`src/rtl/pwm_ovr_pkg.sv`:
```
// Package: shared address map and constants for the PWM output override unit.
// Assumes: a 5-bit write address; table slots are grouped in spans of eight.
package pwm_ovr_pkg;

    localparam int ADDR_W   = 5;
    localparam int TBL_SPAN = 8;

    localparam logic [ADDR_W-1:0] A_SEL       = 5'd0;
    localparam logic [ADDR_W-1:0] A_LVL       = 5'd1;
    localparam logic [ADDR_W-1:0] A_TBL_SEL   = 5'd16;
    localparam logic [ADDR_W-1:0] A_TBL_LVL   = 5'd24;

    // Decoded target of a write to the active registers.
    typedef enum logic [1:0] {
        WR_NONE = 2'd0,
        WR_SEL  = 2'd1,
        WR_LVL  = 2'd2
    } act_wr_e;

endpackage

```
`src/rtl/pwm_ovr_table.sv`:
```
// Module: commutation table and step counter.
// Holds NSTEPS pairs of (select, level) bytes, written through the register
// port, and presents the entry at the current step combinationally.
// Assumes: NSTEPS <= TBL_SPAN; strobe reads the entry before any same-edge write.
module pwm_ovr_table
    import pwm_ovr_pkg::*;
#(
    parameter int NPINS  = 8,
    parameter int NSTEPS = 6,
    parameter int SW     = $clog2(NSTEPS)
) (
    input  logic              clk,
    input  logic              rst_n,
    input  logic              wr_en,
    input  logic [ADDR_W-1:0] wr_addr,
    input  logic [NPINS-1:0]  wr_data,
    input  logic              strobe,
    output logic [SW-1:0]     step,
    output logic [NPINS-1:0]  ent_sel,
    output logic [NPINS-1:0]  ent_lvl
);

    localparam logic [SW-1:0] LAST_STEP = SW'(NSTEPS - 1);

    logic [NPINS-1:0] sel_mem [NSTEPS];
    logic [NPINS-1:0] lvl_mem [NSTEPS];

    genvar k;
    generate
        for (k = 0; k < NSTEPS; k++) begin : g_slot
            localparam logic [ADDR_W-1:0] SEL_ADDR = A_TBL_SEL + ADDR_W'(k);
            localparam logic [ADDR_W-1:0] LVL_ADDR = A_TBL_LVL + ADDR_W'(k);

            // Store one step's select and level bytes.
            always_ff @(posedge clk) begin
                if (!rst_n) begin
                    sel_mem[k] <= '1;
                    lvl_mem[k] <= '0;
                end else if (wr_en) begin
                    if (wr_addr == SEL_ADDR) sel_mem[k] <= wr_data;
                    if (wr_addr == LVL_ADDR) lvl_mem[k] <= wr_data;
                end
            end
        end
    endgenerate

    // Advance the step index on each position strobe, wrapping at the last step.
    always_ff @(posedge clk) begin
        if (!rst_n) begin
            step <= '0;
        end else if (strobe) begin
            step <= (step == LAST_STEP) ? '0 : step + 1'b1;
        end
    end

    // Present the entry at the current step.
    always_comb begin
        ent_sel = sel_mem[step];
        ent_lvl = lvl_mem[step];
    end

endmodule

```
`src/rtl/pwm_ovr_regs.sv`:
```
// Module: active select and level registers.
// Loaded either by a direct write or, with priority, by a table step.
// Assumes: strobe and a direct write on the same edge resolve to the table entry.
module pwm_ovr_regs
    import pwm_ovr_pkg::*;
#(
    parameter int NPINS = 8
) (
    input  logic              clk,
    input  logic              rst_n,
    input  logic              wr_en,
    input  logic [ADDR_W-1:0] wr_addr,
    input  logic [NPINS-1:0]  wr_data,
    input  logic              strobe,
    input  logic [NPINS-1:0]  ent_sel,
    input  logic [NPINS-1:0]  ent_lvl,
    output logic [NPINS-1:0]  act_sel,
    output logic [NPINS-1:0]  act_lvl
);

    act_wr_e wr_kind;

    // Decode which active register a write targets.
    always_comb begin
        wr_kind = WR_NONE;
        if (wr_en) begin
            if (wr_addr == A_SEL)      wr_kind = WR_SEL;
            else if (wr_addr == A_LVL) wr_kind = WR_LVL;
        end
    end

    // Update the active registers: reset, table step, then direct write.
    always_ff @(posedge clk) begin
        if (!rst_n) begin
            act_sel <= '1;
            act_lvl <= '0;
        end else if (strobe) begin
            act_sel <= ent_sel;
            act_lvl <= ent_lvl;
        end else begin
            case (wr_kind)
                WR_SEL:  act_sel <= wr_data;
                WR_LVL:  act_lvl <= wr_data;
                default: ;
            endcase
        end
    end

endmodule

```
`src/rtl/pwm_ovr_mux.sv`:
```
// Module: per-pin source selection, complementary pairing, polarity and the
// output register.
// Assumes: 2*NPAIRS <= NPINS; pairs are (0,1), (2,3), ... with the odd pin leading.
module pwm_ovr_mux #(
    parameter int NPINS       = 8,
    parameter int NPAIRS      = 3,
    parameter bit ACTIVE_HIGH = 1'b1
) (
    input  logic             clk,
    input  logic             rst_n,
    input  logic [NPINS-1:0] act_sel,
    input  logic [NPINS-1:0] act_lvl,
    input  logic [NPINS-1:0] pwm_in,
    input  logic             compl_en,
    output logic [NPINS-1:0] pin_q
);

    localparam logic [NPINS-1:0] IDLE = ACTIVE_HIGH ? '0 : '1;

    logic [NPINS-1:0] src;
    logic [NPINS-1:0] lvl;
    logic [NPINS-1:0] pin_d;

    genvar i;
    generate
        for (i = 0; i < NPINS; i++) begin : g_pin
            // Pick the PWM waveform or the static level for this pin.
            assign src[i] = act_sel[i] ? pwm_in[i] : act_lvl[i];

            if ((i % 2 == 0) && (i < 2 * NPAIRS)) begin : g_even
                // Even pin of a pair: follows the inverse of its odd partner when paired.
                assign lvl[i] = compl_en ? ~src[i+1] : src[i];
            end else begin : g_plain
                assign lvl[i] = src[i];
            end
        end
    endgenerate

    // Map the logical level onto the pin polarity.
    always_comb begin
        pin_d = ACTIVE_HIGH ? lvl : ~lvl;
    end

    // Register the pins; idle during reset.
    always_ff @(posedge clk) begin
        if (!rst_n) pin_q <= IDLE;
        else        pin_q <= pin_d;
    end

endmodule

```
`src/rtl/pwm_override_unit.sv`:
```
// Module: top of the PWM output override unit.
// Ties together the commutation table, the active override registers and
// the per-pin output stage.
// Assumes: NSTEPS <= 8, 2*NPAIRS <= NPINS, inputs synchronous to clk.
module pwm_override_unit
    import pwm_ovr_pkg::*;
#(
    parameter int NPINS       = 8,
    parameter int NSTEPS      = 6,
    parameter int NPAIRS      = 3,
    parameter bit ACTIVE_HIGH = 1'b1,
    localparam int SW         = $clog2(NSTEPS)
) (
    input  logic              clk,
    input  logic              rst_n,
    input  logic              wr_en,
    input  logic [ADDR_W-1:0] wr_addr,
    input  logic [NPINS-1:0]  wr_data,
    input  logic              pos_strobe,
    input  logic              compl_en,
    input  logic [NPINS-1:0]  pwm_in,
    output logic [NPINS-1:0]  pwm_pin,
    output logic [SW-1:0]     step_idx
);

    logic [NPINS-1:0] ent_sel;
    logic [NPINS-1:0] ent_lvl;
    logic [NPINS-1:0] act_sel;
    logic [NPINS-1:0] act_lvl;

    pwm_ovr_table #(
        .NPINS (NPINS),
        .NSTEPS(NSTEPS),
        .SW    (SW)
    ) u_table (
        .clk    (clk),
        .rst_n  (rst_n),
        .wr_en  (wr_en),
        .wr_addr(wr_addr),
        .wr_data(wr_data),
        .strobe (pos_strobe),
        .step   (step_idx),
        .ent_sel(ent_sel),
        .ent_lvl(ent_lvl)
    );

    pwm_ovr_regs #(
        .NPINS(NPINS)
    ) u_regs (
        .clk    (clk),
        .rst_n  (rst_n),
        .wr_en  (wr_en),
        .wr_addr(wr_addr),
        .wr_data(wr_data),
        .strobe (pos_strobe),
        .ent_sel(ent_sel),
        .ent_lvl(ent_lvl),
        .act_sel(act_sel),
        .act_lvl(act_lvl)
    );

    pwm_ovr_mux #(
        .NPINS      (NPINS),
        .NPAIRS     (NPAIRS),
        .ACTIVE_HIGH(ACTIVE_HIGH)
    ) u_mux (
        .clk     (clk),
        .rst_n   (rst_n),
        .act_sel (act_sel),
        .act_lvl (act_lvl),
        .pwm_in  (pwm_in),
        .compl_en(compl_en),
        .pin_q   (pwm_pin)
    );

endmodule

```
`config.mk`:
```
export PLATFORM = sky130hd
export DESIGN_NAME = pwm_override_unit
export DESIGN_NICKNAME = d
export VERILOG_FILES = /design/src/rtl/pwm_ovr_pkg.sv /design/src/rtl/pwm_ovr_table.sv /design/src/rtl/pwm_ovr_regs.sv /design/src/rtl/pwm_ovr_mux.sv /design/src/rtl/pwm_override_unit.sv
export SDC_FILE = /design/constraint.sdc
export NUM_CORES = 1
export LEC_CHECK = 0
export ABC_AREA = 1
export BUFFER_PORTS_ARGS = -buffer_cell sky130_fd_sc_hd__buf_2
export CAP_MARGIN = 20
export CORE_AREA = 2 2 102 114
export CTS_CLUSTER_DIAMETER = 60
export DETAILED_ROUTE_END_ITERATION = 10
export DIE_AREA = 0 0 104 116
export GPL_ROUTABILITY_DRIVEN = 0
export GPL_TIMING_DRIVEN = 0
export PLACE_DENSITY = 0.75
export SLEW_MARGIN = 20
export SYNTH_ARGS = -nofsm -noshare
export SYNTH_HDL_FRONTEND = slang
export SYNTH_SLANG_ARGS = --single-unit
```
`constraint.sdc`:
```
create_clock -name clk -period 6 [get_ports clk]
set_clock_uncertainty 0.05 [all_clocks]
set_input_delay 1.8 -clock clk [delete_from_list [all_inputs] [get_ports clk]]
set_output_delay 1.8 -clock clk [all_outputs]
set_load 0.01 [all_outputs]
```
* Word level (Yosys, flattened, before mapping)
Memory sizes are Yosys's and may differ from the RTL's. A register that Yosys moved wholly into a read port is not among the register bits.
Cells that the tools add are included.
** Word-level totals
- RAM bits :: 96
- Latch bits :: 0
- ROM bits :: 0
- Bits in registers :: 27
- Memories :: 2
** Memory list
- u_table.lvl_mem :: words 6, bits a word 8, read ports 1, clocked after memory_dff 1, wr ports 6, line pwm_ovr_table.sv:26 : logic [NPINS-1:0] lvl_mem [NSTEPS];
- u_table.sel_mem :: words 6, bits a word 8, read ports 1, clocked after memory_dff 1, wr ports 6, line pwm_ovr_table.sv:25 : logic [NPINS-1:0] sel_mem [NSTEPS];
** Cells by class
- Magnitude comparators :: 0
- Shift operators :: 0
- Reduce and logical (&&, ||, !) cells :: 3
- Equality and inequality tests :: 16
- $mul :: 0
- Bitwise logic cells :: 15
- Add/sub/neg operators :: 1
- Muxes and demuxes :: 84
- Divide/modulo/power cells :: 0
** Operators by type and width (count)
- two-way mux 8 bit :: 16
- equality test 5 bit, second input constant :: 12
- two-way mux 1 bit :: 60
- two-way mux 3 bit :: 5
- bitwise OR 1 bit :: 12
- two-way mux 2 bit :: 3
- equality test 5 x 1 -> 1 bit, second input constant :: 1
- logical NOT 5 bit :: 1
- nonzero test 2 bit :: 2
- adder 3 x 1 -> 3 bit, second input constant :: 1
- equality test 3 bit, second input constant :: 1
- inverter 1 bit :: 3
- equality test 2 x 1 -> 1 bit, second input constant :: 1
- equality test 2 bit, second input constant :: 1

* Logic depth before layout (Yosys ltp)
Gate-level depths: netlist of the first run.
- Word-level depth :: 7
- Gate-level depth with buffers :: 9
- Gate-level depth less buffers :: 9

* By module
Synthesis of the first run repeated with hierarchy kept, for this count alone.
** Second synthesis, totals
- Cells, all modules :: 677
- Area, all modules :: 6133.4 um2
** Modules (own cells, without submodules)
- pwm_ovr_table :: area each 4867.2 um2, seq. area each 3002.9 um2, instances 1, cells an instance 483
- pwm_ovr_regs :: area each 909.6 um2, seq. area each 320.3 um2, instances 1, cells an instance 137
- pwm_ovr_mux :: area each 356.6 um2, seq. area each 160.2 um2, instances 1, cells an instance 57

* Worst setup path before layout of the first run
Ideal clock, no wire load.
- Path kind :: in2reg
- From :: input wr_en
- To :: memory u_table.lvl_mem[3][0] (enable)
- Data required time :: 5.566 ns
- Arrival :: 2.772 ns
- Slack :: 2.794 ns
- Cell stages on the path :: 4
- Library setup time :: 0.384 ns
- Cell sequence :: nand2_1 nor2_4 nand2_1 o21ai_0
** RTL lines
- start: declaration :: line pwm_override_unit.sv:16 : input logic wr_en,
- end: declaration :: line pwm_ovr_table.sv:26

==> results of run 1 <==
[through the flow]
| stage | hold WS [ns] | util, % | total power [mW] | cells | area, um2 |
|---|---|---|---|---|---|
| 2_1_floorplan | 0.3726 | - | 1.143 | 672 | 5813 |
| 3_3_place_gp | 0.3968 | 57.09 | 1.208 | 854 | 6172 |
| 3_5_place_dp | 0.3958 | 57.09 | 1.215 | 854 | 6172 |
| 4_1_cts | 0.4031 | 62.77 | 2.239 | 886 | 6785 |
| 5_1_grt | 0.4270 | 62.77 | 2.307 | 886 | 6785 |
| 6_report | 0.4067 | 62.77 | 2.249 | 886 | 6785 |
[registers in the layout (all words and copies together), names as in the netlist, named ones only]
register         cells
u_table.lvl_mem     48
u_table.sel_mem     48
u_mux.pin_q          8
u_regs.act_lvl       8
u_regs.act_sel       8
u_table.step         3
[where the power goes]
| group | internal [mW] | switching (mW) | total, mW |
|---|---|---|---|
| combinational | 0.0553 | 0.136 | 0.191 |
| clock | 0.683 | 0.363 | 1.05 |
| sequential | 0.991 | 0.0205 | 1.01 |
[logic make-up (layout without fill, tap and decap cells)]
group | Yosys count | count (layout) | share of synthesized area, %
DFF | 126 | 126 | 59.92
buffers and inverters | 108 | 175 | 7.447
AOI/OAI and AO/OA | 81 | 81 | 6.974
and+or+nand+nor | 354 | 354 | 25.14
muxes | 3 | 3 | 0.5166
[area by class of cell]
cell class                 instances  area [um2]
clock inverter                     3       41.29
timing repair buffer              35       175.2
fill                             891        4025
tap                              147       183.9
clock buffer                      29       571.8
buffer                            30       138.9
sequential                       126        3483
inverter                          78       294.0
multi-input combinational        438        1897
[critical path: cells and delay by family]
| family | cells | cell delay, ns |
|---|---|---|
| AOI/OAI and AO/OA | 1 | 0.68 |
| and+or+nand+nor | 3 | 0.43 |
| buffers and inverters | 1 | 0.08 |
[metal layers]
metal,GRT usage (%),wire [um],up-vias
met5,0,0,-
li1,-,-,2259
met1,29.26,5658,2184
met3,6.355,1185,53
met2,42.41,6999,258
met4,16.85,686,0
[placed cells by master, fill, tap and decap left out, types with 2 or more instances in the layout]
cell type	count
clkinv_2	2
clkbuf_16	18
nand3_1	26
clkbuf_1	19
a21oi_1	33
buf_2	47
nor3_2	2
nor2_2	7
nand2_1	201
o21ai_0	46
clkbuf_8	8
dfxtp_1	30
o21ai_1	2
edfxtp_1	96
nand3_2	5
nor2_4	2
nor2_1	106
inv_1	69
inv_2	7
nand4_1	2
mux2i_1	3
[how the worst min path moves through the flow]
stage	from	endpoint	slack, ns	cells after the start
floorplan	u_regs.act_sel[7]	u_mux.pin_q[7]	0.37	1
global placement	u_regs.act_sel[6]	u_mux.pin_q[6]	0.40	1
detailed placement	u_regs.act_sel[6]	u_mux.pin_q[6]	0.40	1
CTS	u_regs.act_sel[6]	u_mux.pin_q[6]	0.40	1
global route	u_regs.act_sel[6]	u_mux.pin_q[6]	0.43	1
finish	u_regs.act_sel[6]	u_mux.pin_q[6]	0.41	1
==> impl_metrics.toml, run 1 <==
[outcome]
status = "finished, final reports clean"

[drt]
antenna_left = 0
first_pass_iters = 6
viasPerCell = 5.366
drt_iter0_drc = 423
vias = 4754
drt_wl_total_um = 14530
wl_per_cell_um = 16.40
drc = 0

[floorplanning]
io_pins = 37
die_w_um = 104
dieArea_um2 = 12060
core_um2 = 10810
rows = 40
initial_core_util_pct = 53.77
die_h_um = 116

[pwr]
power.leakage_nw = 2.941
p_per_area_nw_per_um2 = 331.4
ir_drop_mv = 0.1915

[sta]
fmax_mhz = 332.0
tightestPinTransition_ns = 0.8436
hold_viol_final = 0
fin_ws_ns = 2.988
relSlewSlack_pct = 43.38
finalSetupTns_ns = 0
setup-violations-final = 0
period_needed_ns = 3.012
period_share_pct = 50.20
slew_viol_final = 0
grt_setup_unrepaired = "false"

[place]
preCtsSetupSlack_ns = 2.333
io_buffers = 35
dp_hpwl_um = 10230

[synth]
synth_warnings = 0
syn_area_um2 = 5813
synth_ff_type = "edfxtp_1"
yosysMostFrequentCell = "nand2_1"
synth_top_area_share_pct = 49.59
synth_common_cells = "nand2_1 (201), nor2_1 (106), edfxtp_1 (96), inv_1 (69), o21ai_0 (48)"
yosys.cell_types.count = 24
syn_area_per_cell_um2 = 8.650
synthCells = 672
yosys.area.top_type = "edfxtp_1"
synth_nets = 698
seq_area_frac_synth_pct = 59.92
synth-seq-cells = 126
ys_top_cells_by_area = "edfxtp_1 (50%), nand2_1 (13%), dfxtp_1 (10%)"
synth-async-reset-ratio_pct = 0
synth_edf_count = 96

[cts]
cts_buffers = 17
cts_setup_buffers = 0
cts_max_level = 4
cts_root_buffer = "clkbuf_16"
clkLatencyLatePin_ns = 0.42
clk_path_buf_depth = 2
cts_resized = 0
path_clk_slew_ns = 0.05
clkSinkCount = 126
holdBufCountCts = 0
cts_tree = "yes"

[setup_path]
crit_top_cell = "nand2_1"
cp.required_ns = 5.99
critPathLaunch = "wr_en"
cp-start-kind = "input port"
slowest_delay_ns = 0.68
worst_ep_arrival_time_ns = 3.01
worstSetupPathType = "in -> reg"
cp_max_fo = 8
crit_end = "u_table.lvl_mem[3][2]"
slowest_stage = "o21ai_1"
reg2reg_depth = 7
crit_chain = "buf_2, nand2_1, nor2_4, nand2_1, o21ai_1"
r2r_slack_ns = 4.30
endpoint_kind = "flop"
r2r-end = "u_regs.act_sel[1]"

[global_route]
grt_overflow = 0
grt_pass1_wl_um = 22960
grt_usage_pct = 25.34
antenna_found_initial = 0
grt_max_degree = 17
grt_pass1_vias = 4684

[final_layout]
diodes = 0
synthToLayoutAreaGrowth_pct = 16.72
nNetsFinal = 752
drive_gt1_share_pct = 13.94

[min_path]
hp-class = "reg -> reg"

[flow_run]
drv_cap = 0
Power figures use the tool's default switching activity.
==> run 2: changes to the inputs <==
--- a/config.mk
+++ b/config.mk
@@ -14,7 +14,7 @@
 export DIE_AREA = 0 0 104 116
 export GPL_ROUTABILITY_DRIVEN = 0
 export GPL_TIMING_DRIVEN = 0
-export PLACE_DENSITY = 0.75
+export PLACE_DENSITY = 0.78
 export SLEW_MARGIN = 20
 export SYNTH_ARGS = -nofsm -noshare
 export SYNTH_HDL_FRONTEND = slang
==> constraint.sdc (replaced) <==
create_clock -name clk -period 2.7 [get_ports clk]
set_clock_uncertainty 0.05 [all_clocks]
set_input_delay 0.81 -clock clk [delete_from_list [all_inputs] [get_ports clk]]
set_output_delay 0.81 -clock clk [all_outputs]
set_load 0.01 [all_outputs]
==> impl_metrics.toml, run 2 (synthesis gave the netlist of run 1 again) <==
[pwr]
power.leakage_nw = 2.921
p_per_area_nw_per_um2 = 721.6
ir_drop_mv = 0.3276

[global_route]
grt_max_degree = 17
grt_pass1_wl_um = 23130
antenna_found_initial = 0
grt_overflow = 0
grt_usage_pct = 25.27
grt_pass1_vias = 4699

[final_layout]
final_cell_mix = "nand2_1 (201), nor2_1 (106), edfxtp_1 (96), inv_1 (69), buf_2 (47)"
postLayoutCellArea_um2 = 6748
top_regs = "u_table.lvl_mem x48, u_table.sel_mem x48"
synthToLayoutAreaGrowth_pct = 16.08
layout_commonest_cell = "nand2_1"
final_core_util_pct = 62.42
drive_gt1_share_pct = 13.53
nNetsFinal = 752
final_cells = 886
diodes = 0

[drt]
drt_wl_total_um = 14240
wl_per_cell_um = 16.07
drc = 0
viasPerCell = 5.352
first_pass_iters = 7
drt_iter0_drc = 510
vias = 4742
antenna_left = 0

[setup_path]
worst_ep_arrival_time_ns = 2.01
cp_max_fo = 8
cp-start-kind = "input port"
slowest_delay_ns = 0.67
slowest_stage = "o21ai_1"
crit_family = "compound AO/OA/AOI/OAI gates"
endpoint_kind = "flop"
worstSetupPathType = "in -> reg"
worst-path-buf-inv = 1
crit_chain = "buf_2, nand2_1, nor2_4, nand2_1, o21ai_1"
critPathLaunch = "wr_addr[4]"
crit_top_cell = "nand2_1"
cp.required_ns = 2.69

[place]
place_area_um2 = 6172
dp_hpwl_um = 10110
io_buffers = 35
preCtsSetupSlack_ns = -0.01052
numPlacedInstances = 854

[cts]
cts_max_level = 4
cts_root_buffer = "clkbuf_16"
holdBufCountCts = 0
cts_buffers = 17
clkLatencyLatePin_ns = 0.42
clk_path_buf_depth = 2
path_clk_slew_ns = 0.05
clkSinkCount = 126
cts_resized = 0
cts_tree = "yes"
cts_setup_buffers = 0

[sta]
hold_ws_ns = 0.4162
hold_viol_final = 0
slew_viol_final = 0
relSlewSlack_pct = 44.26
grt_setup_unrepaired = "false"
period_needed_ns = 2.019
period_share_pct = 74.77
setup-violations-final = 0
fmax_mhz = 495.4
fin_ws_ns = 0.6813
tightestPinTransition_ns = 0.8305

[floorplanning]
io_pins = 37
dieArea_um2 = 12060
rows = 40
die_h_um = 116
initial_core_util_pct = 53.77
die_w_um = 104
core_um2 = 10810

[min_path]
holdCritStartpoint = "u_regs.act_sel[6]"
hp-class = "reg -> reg"

[outcome]
status = "finished, final reports clean"

[flow_run]
drv_cap = 0
[run 2: cell count changes in the layout (fill, tap and decap cells not counted), sizes merged]
| cell | before | now |
|---|---|---|
| clkinv | 3 | 6 |
| clkbuf | 45 | 43 |
| inv | 77 | 76 |
[run 2: through the flow]
step / setup TNS, ns / power (mW)
after CTS: 0 / 4.863
after detailed placement: -0.08126 / 2.696
after global routing: 0 / 5.026
after global placement: 0 / 2.681
after floorplan: 0 / 2.540
final: 0 / 4.869
[run 2: worst register-to-register path, cell delays in order, from the launching register on]
cell	delay, ns
dfxtp_1	0.33
inv_1	0.15
clkbuf_1	0.45
nand3_1	0.20
nand2_1	0.11
nand2_1	0.07
nand2_1	0.08
nand2_1	0.05
a21oi_1	0.12
[run 2: layer usage]
metal  routed length [um]  vias to the layer above  global-route usage, %
met4                  407                        0                  12.43
met5                    0                        -                      0
li1                     -                     2257                      -
met3                 1006                       36                  6.130
met1                 5809                     2230                  30.53
met2                 7017                      219                  42.98
[run 2: report_power, final]
| group | switching (mW) | internal (mW) |
|---|---|---|
| Sequential | 0.0445 | 2.20 |
| Combinational | 0.302 | 0.123 |
| Clock | 0.780 | 1.42 |
[run 2: area by class of cell]
cell class	instances	area, um2
Buffer	30	138.9
Multi-Input combinational cell	438	1897
Clock inverter	5	50.05
Timing Repair Buffer	35	175.2
Fill cell	891	4063
Sequential cell	126	3483
Inverter	78	294.0
Clock buffer	27	525.5
Tap cell	147	183.9
[run 2: final timing paths]
path,slack [ns],cells after the start,to
worst max-delay path,0.68,5,u_table.lvl_mem[3][2]
worst min register to register,0.42,1,u_mux.pin_q[6]
worst min-delay path,0.42,1,u_mux.pin_q[6]
worst max register to register,1.03,8,u_regs.act_lvl[6]
==> run 3: changes to the inputs <==
==> constraint.sdc (replaced) <==
create_clock -name clk -period 1.7 [get_ports clk]
set_clock_uncertainty 0.05 [all_clocks]
set_input_delay 0.51 -clock clk [delete_from_list [all_inputs] [get_ports clk]]
set_output_delay 0.51 -clock clk [all_outputs]
set_load 0.01 [all_outputs]
==> impl_metrics.toml, run 3 (synthesis gave the netlist of run 1 again) <==
[cts]
clkLatencyLatePin_ns = 0.42
clkSinkCount = 126
cts_tree = "yes"
path_clk_slew_ns = 0.05
cts_buffers = 17
clk_path_buf_depth = 2
cts_root_buffer = "clkbuf_16"
cts_max_level = 4

[final_layout]
final_cells = 886
fillers = 891
drive_gt1_share_pct = 14.07
layout_commonest_cell = "nand2_1"
nNetsFinal = 752
top_regs = "u_table.lvl_mem x48, u_table.sel_mem x48"
multiInputGateArea_um2 = 1904
final_cell_mix = "nand2_1 (201), nor2_1 (106), edfxtp_1 (96), inv_1 (69), buf_2 (47)"
diodes = 0
final_core_util_pct = 62.51
synthToLayoutAreaGrowth_pct = 16.25
regArea_um2 = 3485

[global_route]
grt_usage_pct = 25.27
busiest_layer = "met2"
grt_pass1_wl_um = 23130
grt_max_degree = 17
grt_pass1_vias = 4699
grt_overflow = 0
globalRouteMet2Util_pct = 42.98
antenna_found_initial = 0
use_met3_pct = 6.130
grtUsageMet1_pct = 30.53

[setup_path]
cp-start-kind = "flop"
slowest_delay_ns = 0.45
worst_ep_arrival_time_ns = 1.80
crit_top_cell = "nand2_1"
cp.required_ns = 1.96
endpoint_kind = "flop"
cp_max_fo = 10
worstSetupPathType = "reg -> reg"
crit_family = "buffers and inverters"
slowest_stage = "clkbuf_1"
crit_chain = "inv_1, clkbuf_1, nor2_1, o21ai_0, nand2_1, nand2_1, nand2_1"
worst-path-buf-inv = 2

[min_path]
hp-class = "in -> reg"

[floorplanning]
io_pins = 37
die_h_um = 116
dieArea_um2 = 12060
rows = 40
die_w_um = 104
initial_core_util_pct = 53.77
core_um2 = 10810

[place]
numPlacedInstances = 854
io_buffers = 35
dp_hpwl_um = 10110

[pwr]
ir_drop_mv = 0.5149
design_power_total_mw = 7.736
p_per_area_nw_per_um2 = 1145
power.leakage_nw = 2.927

[sta]
grt_setup_unrepaired = "false"
period_needed_ns = 1.539
period_share_pct = 90.54
tightestPinTransition_ns = 0.7081
setup-violations-final = 0
relSlewSlack_pct = 52.79
hold_viol_final = 0
slew_viol_final = 0
fmax_mhz = 649.7

[drt]
drt_wl_total_um = 14240
vias = 4762
viasPerCell = 5.375
first_pass_iters = 5
wl_per_cell_um = 16.07
drc = 0
drt_iter0_drc = 506
antenna_left = 0

[flow_run]
drv_cap = 0

[outcome]
status = "finished, final reports clean"
run 3: cell counts in the layout (fill, tap and decap cells not counted):
No cell type changed its count.
run 3: what timing repair did:
| item | 4_1_cts | 5_1_grt |
|---|---|---|
| gates resized for setup | 1 | 5 |
| hold buffers | 0 | 0 |
| buffers inserted | 0 | 0 |
| setup endpoints to repair | 8 | 21 |
| gates cloned | 0 | 0 |
run 3: routing by layer:
metal | share of wire (%) | up-vias
met5 | 0 | -
met4 | 2.6 | 0
met3 | 7.6 | 32
met2 | 49 | 245
met1 | 40 | 2228
li1 | - | 2257
run 3: tightest hold or removal path, stage by stage:
cell	delay, ns
buf_2	0.09
inv_1	0.04
a21oi_1	0.05
run 3: path summary, 6_finish.rpt:
| check | from | to | slack (ns) | cells after the start |
|---|---|---|---|---|
| worst max-delay path | flop | u_regs.act_sel[2] | 0.16 | 7 |
| worst min-delay path | pwm_in[6] | u_mux.pin_q[6] | 0.28 | 3 |
| worst max register to register | flop | u_regs.act_sel[2] | 0.16 | 7 |
| worst min register to register | u_regs.act_sel[6] | u_mux.pin_q[6] | 0.42 | 1 |
run 3: cell type report:
cell class | instances | area share (%)
clock buffer | 27 | 7.776
buffer | 30 | 2.074
multi-input combinational | 438 | 28.18
tap | 147 | 2.722
inverter | 78 | 4.351
clock inverter | 5 | 0.7406
timing repair buffer | 35 | 2.592
sequential | 126 | 51.56
run 3: power breakdown:
| part | internal, mW | switching [mW] |
|---|---|---|
| Clock | 2.25 | 1.24 |
| Sequential | 3.50 | 0.0704 |
| Combinational | 0.196 | 0.481 |
| Total | 5.95 | 1.79 |
run 3: through the flow:
stage          hold slack, ns  cell area (um2)  setup TNS [ns]  setup WS [ns]
2_1_floorplan          0.3726             5813          -3.457        -0.2161
3_3_place_gp           0.3971             6172          -21.66        -0.6842
3_5_place_dp           0.4111             6172          -27.98        -0.7105
4_1_cts                0.2679             6748               0        0.01613
5_1_grt                0.2707             6758               0        0.02696
6_report               0.2782             6758               0         0.1609
